**src/rtl/pwr_mode_pkg.sv**
```systemverilog
package pwr_mode_pkg;

    localparam int MODE_W   = 4;
    localparam int IDLE_BIT = 0;
    localparam int PD_BIT   = 1;
    localparam int FLAG_LO  = 2;
    localparam int FLAG_HI  = 3;
    localparam int N_EXT    = 2;

    typedef enum logic [2:0] {
        ST_RUN      = 3'd0,
        ST_IDLE     = 3'd1,
        ST_PD_SLEEP = 3'd2,
        ST_PD_OSC   = 3'd3,
        ST_PD_KBD   = 3'd4
    } pm_state_e;

    typedef struct packed {
        logic cpu;
        logic per;
        logic osc;
    } clk_en_t;

    function automatic clk_en_t enables_for(pm_state_e s);
        clk_en_t e;
        case (s)
            ST_RUN:      e = '{cpu: 1'b1, per: 1'b1, osc: 1'b1};
            ST_IDLE:     e = '{cpu: 1'b0, per: 1'b1, osc: 1'b1};
            ST_PD_OSC,
            ST_PD_KBD:   e = '{cpu: 1'b0, per: 1'b0, osc: 1'b1};
            default:     e = '{cpu: 1'b0, per: 1'b0, osc: 1'b0};
        endcase
        return e;
    endfunction

    function automatic logic in_deep_sleep(pm_state_e s);
        return (s == ST_PD_SLEEP) || (s == ST_PD_OSC) || (s == ST_PD_KBD);
    endfunction

endpackage

```
**src/rtl/pwr_rst_filter.sv**
```systemverilog
module pwr_rst_filter #(
    parameter int HOLD = 24
) (
    input  logic clk,
    input  logic rst,
    input  logic pin,
    output logic valid
);
    localparam int CW = $clog2(HOLD + 1);
    localparam logic [CW-1:0] HOLD_C = CW'(HOLD);

    logic [CW-1:0] run_len_q;

    always_ff @(posedge clk) begin
        if (rst) begin
            run_len_q <= '0;
        end else if (!pin) begin
            run_len_q <= '0;
        end else if (run_len_q != HOLD_C) begin
            run_len_q <= run_len_q + 1'b1;
        end
    end

    assign valid = (run_len_q == HOLD_C);

    // acceptance is only ever preceded by the pin being high
    p_accept_after_pin_r10: assert property (@(posedge clk) disable iff (rst)
        $rose(valid) |-> $past(pin));

endmodule

```
**src/rtl/pwr_delay_cnt.sv**
```systemverilog
module pwr_delay_cnt #(
    parameter int MAX = 1024
) (
    input  logic                       clk,
    input  logic                       rst,
    input  logic                       clr,
    input  logic [$clog2(MAX+1)-1:0]   limit,
    output logic                       done
);
    localparam int CW = $clog2(MAX + 1);

    logic [CW-1:0] cnt_q;

    always_ff @(posedge clk) begin
        if (rst || clr) begin
            cnt_q <= '0;
        end else if (cnt_q != limit) begin
            cnt_q <= cnt_q + 1'b1;
        end
    end

    assign done = (cnt_q == limit);

    // the count never runs past its limit
    p_count_bounded_r8: assert property (@(posedge clk) disable iff (rst || clr)
        done |=> done || $past(clr));

endmodule

```
**src/rtl/pwr_pin_wake.sv**
```systemverilog
module pwr_pin_wake #(
    parameter int N = 2
) (
    input  logic         clk,
    input  logic         rst,
    input  logic         arm,
    input  logic         track,
    input  logic [N-1:0] pin_n,
    input  logic [N-1:0] pin_en,
    output logic         any_low,
    output logic         released
);
    logic [N-1:0] low_now;
    logic [N-1:0] held_q;
    logic         rel_q;
    logic         rel_now;

    assign low_now = pin_en & ~pin_n;
    assign any_low = |low_now;
    assign rel_now = |(held_q & pin_n);

    always_ff @(posedge clk) begin
        if (rst) begin
            held_q <= '0;
            rel_q  <= 1'b0;
        end else if (arm) begin
            held_q <= low_now;
            rel_q  <= 1'b0;
        end else if (track) begin
            held_q <= held_q | low_now;
            rel_q  <= rel_q | rel_now;
        end
    end

    assign released = rel_q | rel_now;

    // once a held pin is seen released, the release is remembered while tracking
    p_release_sticky_r7: assert property (@(posedge clk) disable iff (rst || arm)
        (track && released) |=> (released || !track));

endmodule

```
**src/rtl/pwr_mode_seq.sv**
```systemverilog
module pwr_mode_seq
    import pwr_mode_pkg::*;
#(
    parameter int STAB_CYC = 16,
    parameter int KBD_WAIT = 1024,
    parameter int RST_HOLD = 24
) (
    input  logic                 clk,
    input  logic                 rst,
    input  logic                 rst_pin,
    input  logic                 mode_we,
    input  logic [MODE_W-1:0]    mode_wdata,
    output logic [MODE_W-1:0]    mode_q,
    input  logic                 irq_any,
    input  logic [N_EXT-1:0]     ext_int_n,
    input  logic [N_EXT-1:0]     ext_int_en,
    input  logic                 kbd_irq,
    input  logic                 kbd_en,
    output logic                 cpu_clk_en,
    output logic                 per_clk_en,
    output logic                 osc_en,
    output logic                 rst_valid,
    output logic                 wake
);
    localparam int MAXC = (STAB_CYC > KBD_WAIT) ? STAB_CYC : KBD_WAIT;
    localparam int CW   = $clog2(MAXC + 1);
    localparam logic [CW-1:0] STAB_LIM = CW'(STAB_CYC - 1);
    localparam logic [CW-1:0] KBD_LIM  = CW'(KBD_WAIT - 1);

    pm_state_e   st_q, st_d;
    logic [1:0]  flags_q;
    logic        wake_q;
    logic        sreset;
    logic        cnt_done, cnt_clr;
    logic [CW-1:0] cnt_limit;
    logic        pin_low, pin_rel;
    logic        run_wr;
    clk_en_t     en;

    pwr_rst_filter #(.HOLD(RST_HOLD)) u_rst_filter (
        .clk   (clk),
        .rst   (rst),
        .pin   (rst_pin),
        .valid (rst_valid)
    );

    assign sreset = rst | rst_valid;

    assign cnt_clr   = !((st_q == ST_PD_OSC) || (st_q == ST_PD_KBD));
    assign cnt_limit = (st_q == ST_PD_KBD) ? KBD_LIM : STAB_LIM;

    pwr_delay_cnt #(.MAX(MAXC)) u_delay (
        .clk   (clk),
        .rst   (sreset),
        .clr   (cnt_clr),
        .limit (cnt_limit),
        .done  (cnt_done)
    );

    pwr_pin_wake #(.N(N_EXT)) u_pin_wake (
        .clk      (clk),
        .rst      (sreset),
        .arm      (st_q == ST_PD_SLEEP),
        .track    (st_q == ST_PD_OSC),
        .pin_n    (ext_int_n),
        .pin_en   (ext_int_en),
        .any_low  (pin_low),
        .released (pin_rel)
    );

    assign run_wr = (st_q == ST_RUN) && mode_we;

    always_comb begin
        st_d = st_q;
        case (st_q)
            ST_RUN: begin
                if (run_wr) begin
                    if (mode_wdata[PD_BIT])        st_d = ST_PD_SLEEP;
                    else if (mode_wdata[IDLE_BIT]) st_d = ST_IDLE;
                end
            end
            ST_IDLE:     if (irq_any) st_d = ST_RUN;
            ST_PD_SLEEP: begin
                if (pin_low)                st_d = ST_PD_OSC;
                else if (kbd_en && kbd_irq) st_d = ST_PD_KBD;
            end
            ST_PD_OSC:   if (cnt_done && pin_rel) st_d = ST_RUN;
            ST_PD_KBD:   if (cnt_done) st_d = ST_RUN;
            default:     st_d = ST_RUN;
        endcase
    end

    always_ff @(posedge clk) begin
        if (sreset) begin
            st_q    <= ST_RUN;
            flags_q <= '0;
            wake_q  <= 1'b0;
        end else begin
            st_q   <= st_d;
            wake_q <= (st_d == ST_RUN) && (st_q != ST_RUN);
            if (run_wr) flags_q <= mode_wdata[FLAG_HI:FLAG_LO];
        end
    end

    assign en         = enables_for(st_q);
    assign cpu_clk_en = en.cpu;
    assign per_clk_en = en.per;
    assign osc_en     = en.osc;
    assign wake       = wake_q;
    assign mode_q     = {flags_q, in_deep_sleep(st_q), (st_q == ST_IDLE)};

    // a deep-sleep write wins over a simultaneous idle request
    p_pd_priority_r4: assert property (@(posedge clk) disable iff (sreset)
        (run_wr && mode_wdata[PD_BIT]) |=> (!osc_en && !mode_q[IDLE_BIT]));

    // an interrupt in idle returns to run with a wake pulse
    p_idle_exit_r3: assert property (@(posedge clk) disable iff (sreset)
        (st_q == ST_IDLE && irq_any) |=> (cpu_clk_en && wake));

    // the wake indication lasts a single cycle
    p_wake_single_r3: assert property (@(posedge clk) disable iff (sreset)
        wake |=> !wake);

    // flags move only on a software write in run
    p_flags_hold_r9: assert property (@(posedge clk) disable iff (sreset)
        !run_wr |=> $stable(mode_q[FLAG_HI:FLAG_LO]));

    // the CPU clock never returns before stabilization completes
    p_no_early_cpu_r6: assert property (@(posedge clk) disable iff (sreset)
        (st_q == ST_PD_OSC && !cnt_done) |=> !cpu_clk_en);

    // with no enabled pin or keyboard source, deep sleep keeps the oscillator off
    p_sleep_holds_r5: assert property (@(posedge clk) disable iff (sreset)
        (st_q == ST_PD_SLEEP && !pin_low && !(kbd_en && kbd_irq)) |=> !osc_en);

endmodule

```
**config.mk**
```make
export PLATFORM = sky130hd
export DESIGN_NAME = pwr_mode_seq
export DESIGN_NICKNAME = d
export VERILOG_FILES = /design/src/rtl/pwr_mode_pkg.sv /design/src/rtl/pwr_rst_filter.sv /design/src/rtl/pwr_delay_cnt.sv /design/src/rtl/pwr_pin_wake.sv /design/src/rtl/pwr_mode_seq.sv
export SDC_FILE = /design/constraint.sdc
export NUM_CORES = 1
export LEC_CHECK = 0
export CORE_MARGIN = 3
export CORE_UTILIZATION = 49
export CTS_CLUSTER_DIAMETER = 60
export CTS_CLUSTER_SIZE = 30
export DETAILED_ROUTE_END_ITERATION = 8
export PLACE_DENSITY = 0.76
export SLEW_MARGIN = 15
export SYNTH_ARGS = -nofsm -noshare
export SYNTH_HDL_FRONTEND = slang
export SYNTH_SLANG_ARGS = --single-unit
```
**constraint.sdc**
```tcl
create_clock -name clk -period 2.95 [get_ports clk]
set_input_delay 0.295 -clock clk [delete_from_list [all_inputs] [get_ports clk]]
set_output_delay 0.295 -clock clk [all_outputs]
set_load 0.005 [all_outputs]
```
==> results.py <==
metrics = {
    "clocking": {
        "cts_sinks": 25,
        "numCtsBuffers": 3,
        "ctsRootBufferMaster": "clkbuf_4",
        "clk_latency_ps": 320,
        "ctsHoldBuffers": 0,
        "htree_levels": 1,
        "cts.path.max_buffers": 2,
        "cts_tree": "done",
        "cts.clk_slew.worst_paths_ps": 120,
        "cts_resized": 0,
        "postCtsSetupBuffers": 0,
    },
    "timing": {
        "worst_slew_pin_slew_ps": 549,
        "fin_crit_sh_pct": 74.0,
        "final_max_slew_viol_count": 0,
        "hold_viol_final": 0,
        "min_period_ps": 2180,
        "rsz0062_at_grt": "false",
        "worst_slack_ps": 766,
        "max_freq_ghz": 0.458,
        "finClkSkew_ps": 1.29,
        "relSlewSlack_pct": 62.5,
        "setup_tns_ps": 0,
        "setup_viol": 0,
    },
    "floorplan": {
        "fp.coreArea_um2": 2520,
        "die_h_um": 57.8,
        "dieArea_um2": 3340,
        "die_x_um": 57.8,
        "num_rows": 18,
        "ios": 24,
        "initial_core_util_pct": 52.1,
    },
    "critical_path": {
        "cp-start-kind": "register",
        "cpMaxStageDelayCell": "clkdlybuf4s50_1",
        "cp_slowest_stage_delay_ps": 500,
        "critPathMaxFanout": 15,
        "critical_path_class": "reg -> out",
        "endpoint_kind": "primary output",
        "arrival_ps": 1890,
        "crit_chain": "or3b_1, nand2_1, clkdlybuf4s50_1",
        "required_ps": 2650,
        "crit_family": "simple AND/OR/NAND/NOR gates",
        "cp_num_buf_inv": 1,
    },
    "drt": {
        "drt-initial-drc-count": 79,
        "vias": 1156,
        "dr.pass1.iters": 4,
        "vias_per_cell": 5.81,
        "antenna_left": 0,
        "drt-total-wl_um": 2770,
        "drcViolationCount": 0,
        "wire_per_inst_um": 13.9,
    },
    "place": {
        "dp_slack_ps": 915,
        "routabilityCongestion": 0.894,
        "place_area_um2": 1530,
        "hpwl_um": 2120,
        "numPortBuffers": 23,
    },
    "logic_synthesis": {
        "syn_inst": 148,
        "yosys_warnings": 0,
        "synth_seq_cells": 25,
        "synth-edff-count": 0,
        "synth-async-reset-ratio_pct": 0,
        "syn_nets": 166,
        "synth_cell_types": 44,
        "ys_seq_area_share_pct": 38.1,
        "syn_area_um2": 1320,
        "synthFlopType": "dfxtp_1",
        "synth_area_per_cell_um2": 8.89,
    },
    "finish": {
        "fin_area_um2": 1560,
        "drive_above_1_share_pct": 6.51,
        "antennaDiodeCount": 0,
        "nFillCells": 236,
        "fin_util_pct": 61.7,
        "syn_to_final_growth_pct": 18.4,
        "nNetsFinal": 188,
    },
    "power": {
        "power.density_nw_per_um2": 396,
        "p_leak_nw": 0.542,
        "total_power_uw": 616,
        "vdd.ir_drop.worst_mv": 0.324,
    },
    "grt": {
        "grt_overflow": 0,
        "grt_pass1_wl_um": 4800,
        "grt.total_usage_pct": 18.1,
        "grt_pass1_vias": 1160,
        "grt_max_degree": 16,
        "antenna_found_initial": 0,
    },
    "min_path": {
        "hold_class": "reg -> reg",
    },
    "job": {
        "max_cap_viol_count": 0,
    },
    "run_status": {
        "outcome": "completed",
    },
}
## logic make-up (layout without fill, tap and decap cells)
group,Yosys count,after routing,synth area share (%)
flops,25,25,38.1
simple gates,72,72,32.8
mux,5,5,3.81
buf+inv,10,31,5.14
fa+ha+maj,3,3,2.85
xor+xnor,8,8,5.33
compound gates,25,25,12.0
## routing by layer
layer | GRT usage (%) | share of wire (%) | up-vias
li1 | - | - | 574
met1 | 21.1 | 41 | 541
met2 | 31.9 | 53 | 33
met3 | 4.45 | 4.4 | 8
met4 | 6.29 | 2.0 | 0
met5 | 0 | 0 | -
## worst reg2reg max path, stage by stage, from the launching register on
cell and delay (ps):
dfxtp_1 490, or3b_1 490, nor4_4 420, or2_1 290, mux2i_1 210, nor2_1 50
## sequential cells by signal (all words and copies together) (netlist names)
signal / flops
u_delay.cnt_q: 11
wake: 1
st_q: 3
u_pin_wake.held_q: 2
u_pin_wake.rel_q: 1
flags_q: 2
u_rst_filter.run_len_q: 5
## layout make-up
| cell class | count | area (um2) | share of cell area [%] |
|---|---|---|---|
| clock buffers | 4 | 26.3 | 1.69 |
| inverters | 4 | 15.0 | 0.965 |
| multi-input cells | 113 | 747 | 48.0 |
| flip-flops and latches | 25 | 500 | 32.2 |
| well taps | 30 | 37.5 | 2.41 |
| repair buffers | 23 | 230 | 14.8 |
## worst paths after layout
path / slack, ps / depth (start not counted) / start / endpoint
worst max register to register: 890 / 5 / st_q[0]$_SDFF_PP0_ / u_delay.cnt_q[1]$_SDFFE_PP0N_
worst min-delay path: 500 / 2 / u_pin_wake.held_q[1]$_SDFFE_PP0P_ / u_pin_wake.held_q[1]$_SDFFE_PP0P_
worst max-delay path: 770 / 3 / st_q[0]$_SDFF_PP0_ / mode_q[1]
worst min register to register: 500 / 2 / u_pin_wake.held_q[1]$_SDFFE_PP0P_ / u_pin_wake.held_q[1]$_SDFFE_PP0P_
## cell usage after synthesis, types with 2 or more instances
library cell   n  area [um2]
dfxtp_1       25         500
nor2_1        18        67.6
nand2_1       10        37.5
a21oi_1        9        45.0
nor3_1         9        45.0
xnor2_1        6        52.6
mux2i_1        5        50.1
nand3_1        5        25.0
buf_6          4        45.0
inv_1          4        15.0
o21ai_0        4        20.0
ha_1           3        37.5
nand2b_1       3        18.8
nor2b_1        3        18.8
o31ai_1        3        22.5
and2_1         2        12.5
clkbuf_1       2        7.51
nand4_1        2        12.5
nand4b_1       2        17.5
nor4_4         2        42.5
or2_2          2        12.5
or3_1          2        12.5
xor2_1         2        17.5
## report_power, final
part | internal [mW] | total, mW | leakage [nW] | switching, mW
clock | 0.0529 | 0.149 | 0.0150 | 0.0959
combinational | 0.0617 | 0.103 | 0.325 | 0.0415
sequential | 0.348 | 0.364 | 0.203 | 0.0163
total | 0.462 | 0.616 | 0.542 | 0.154
## through the flow
stage,instances,hold WS (ps)
2_1_floorplan,148,442
3_3_place_gp,195,476
3_5_place_dp,195,483
4_1_cts,199,504
5_1_grt,199,522
6_report,199,501
## cell usage in the layout (no fill, tap or decap), types with 5 or more instances in the layout
| cell | n |
|---|---|
| nand3_1 | 5 |
| nand2_1 | 10 |
| mux2i_1 | 5 |
| nor2_1 | 18 |
| clkdlybuf4s50_1 | 23 |
| xnor2_1 | 6 |
| a21oi_1 | 9 |
| nor3_1 | 9 |
| dfxtp_1 | 25 |
No activity file was read; power rests on OpenSTA's default activity.
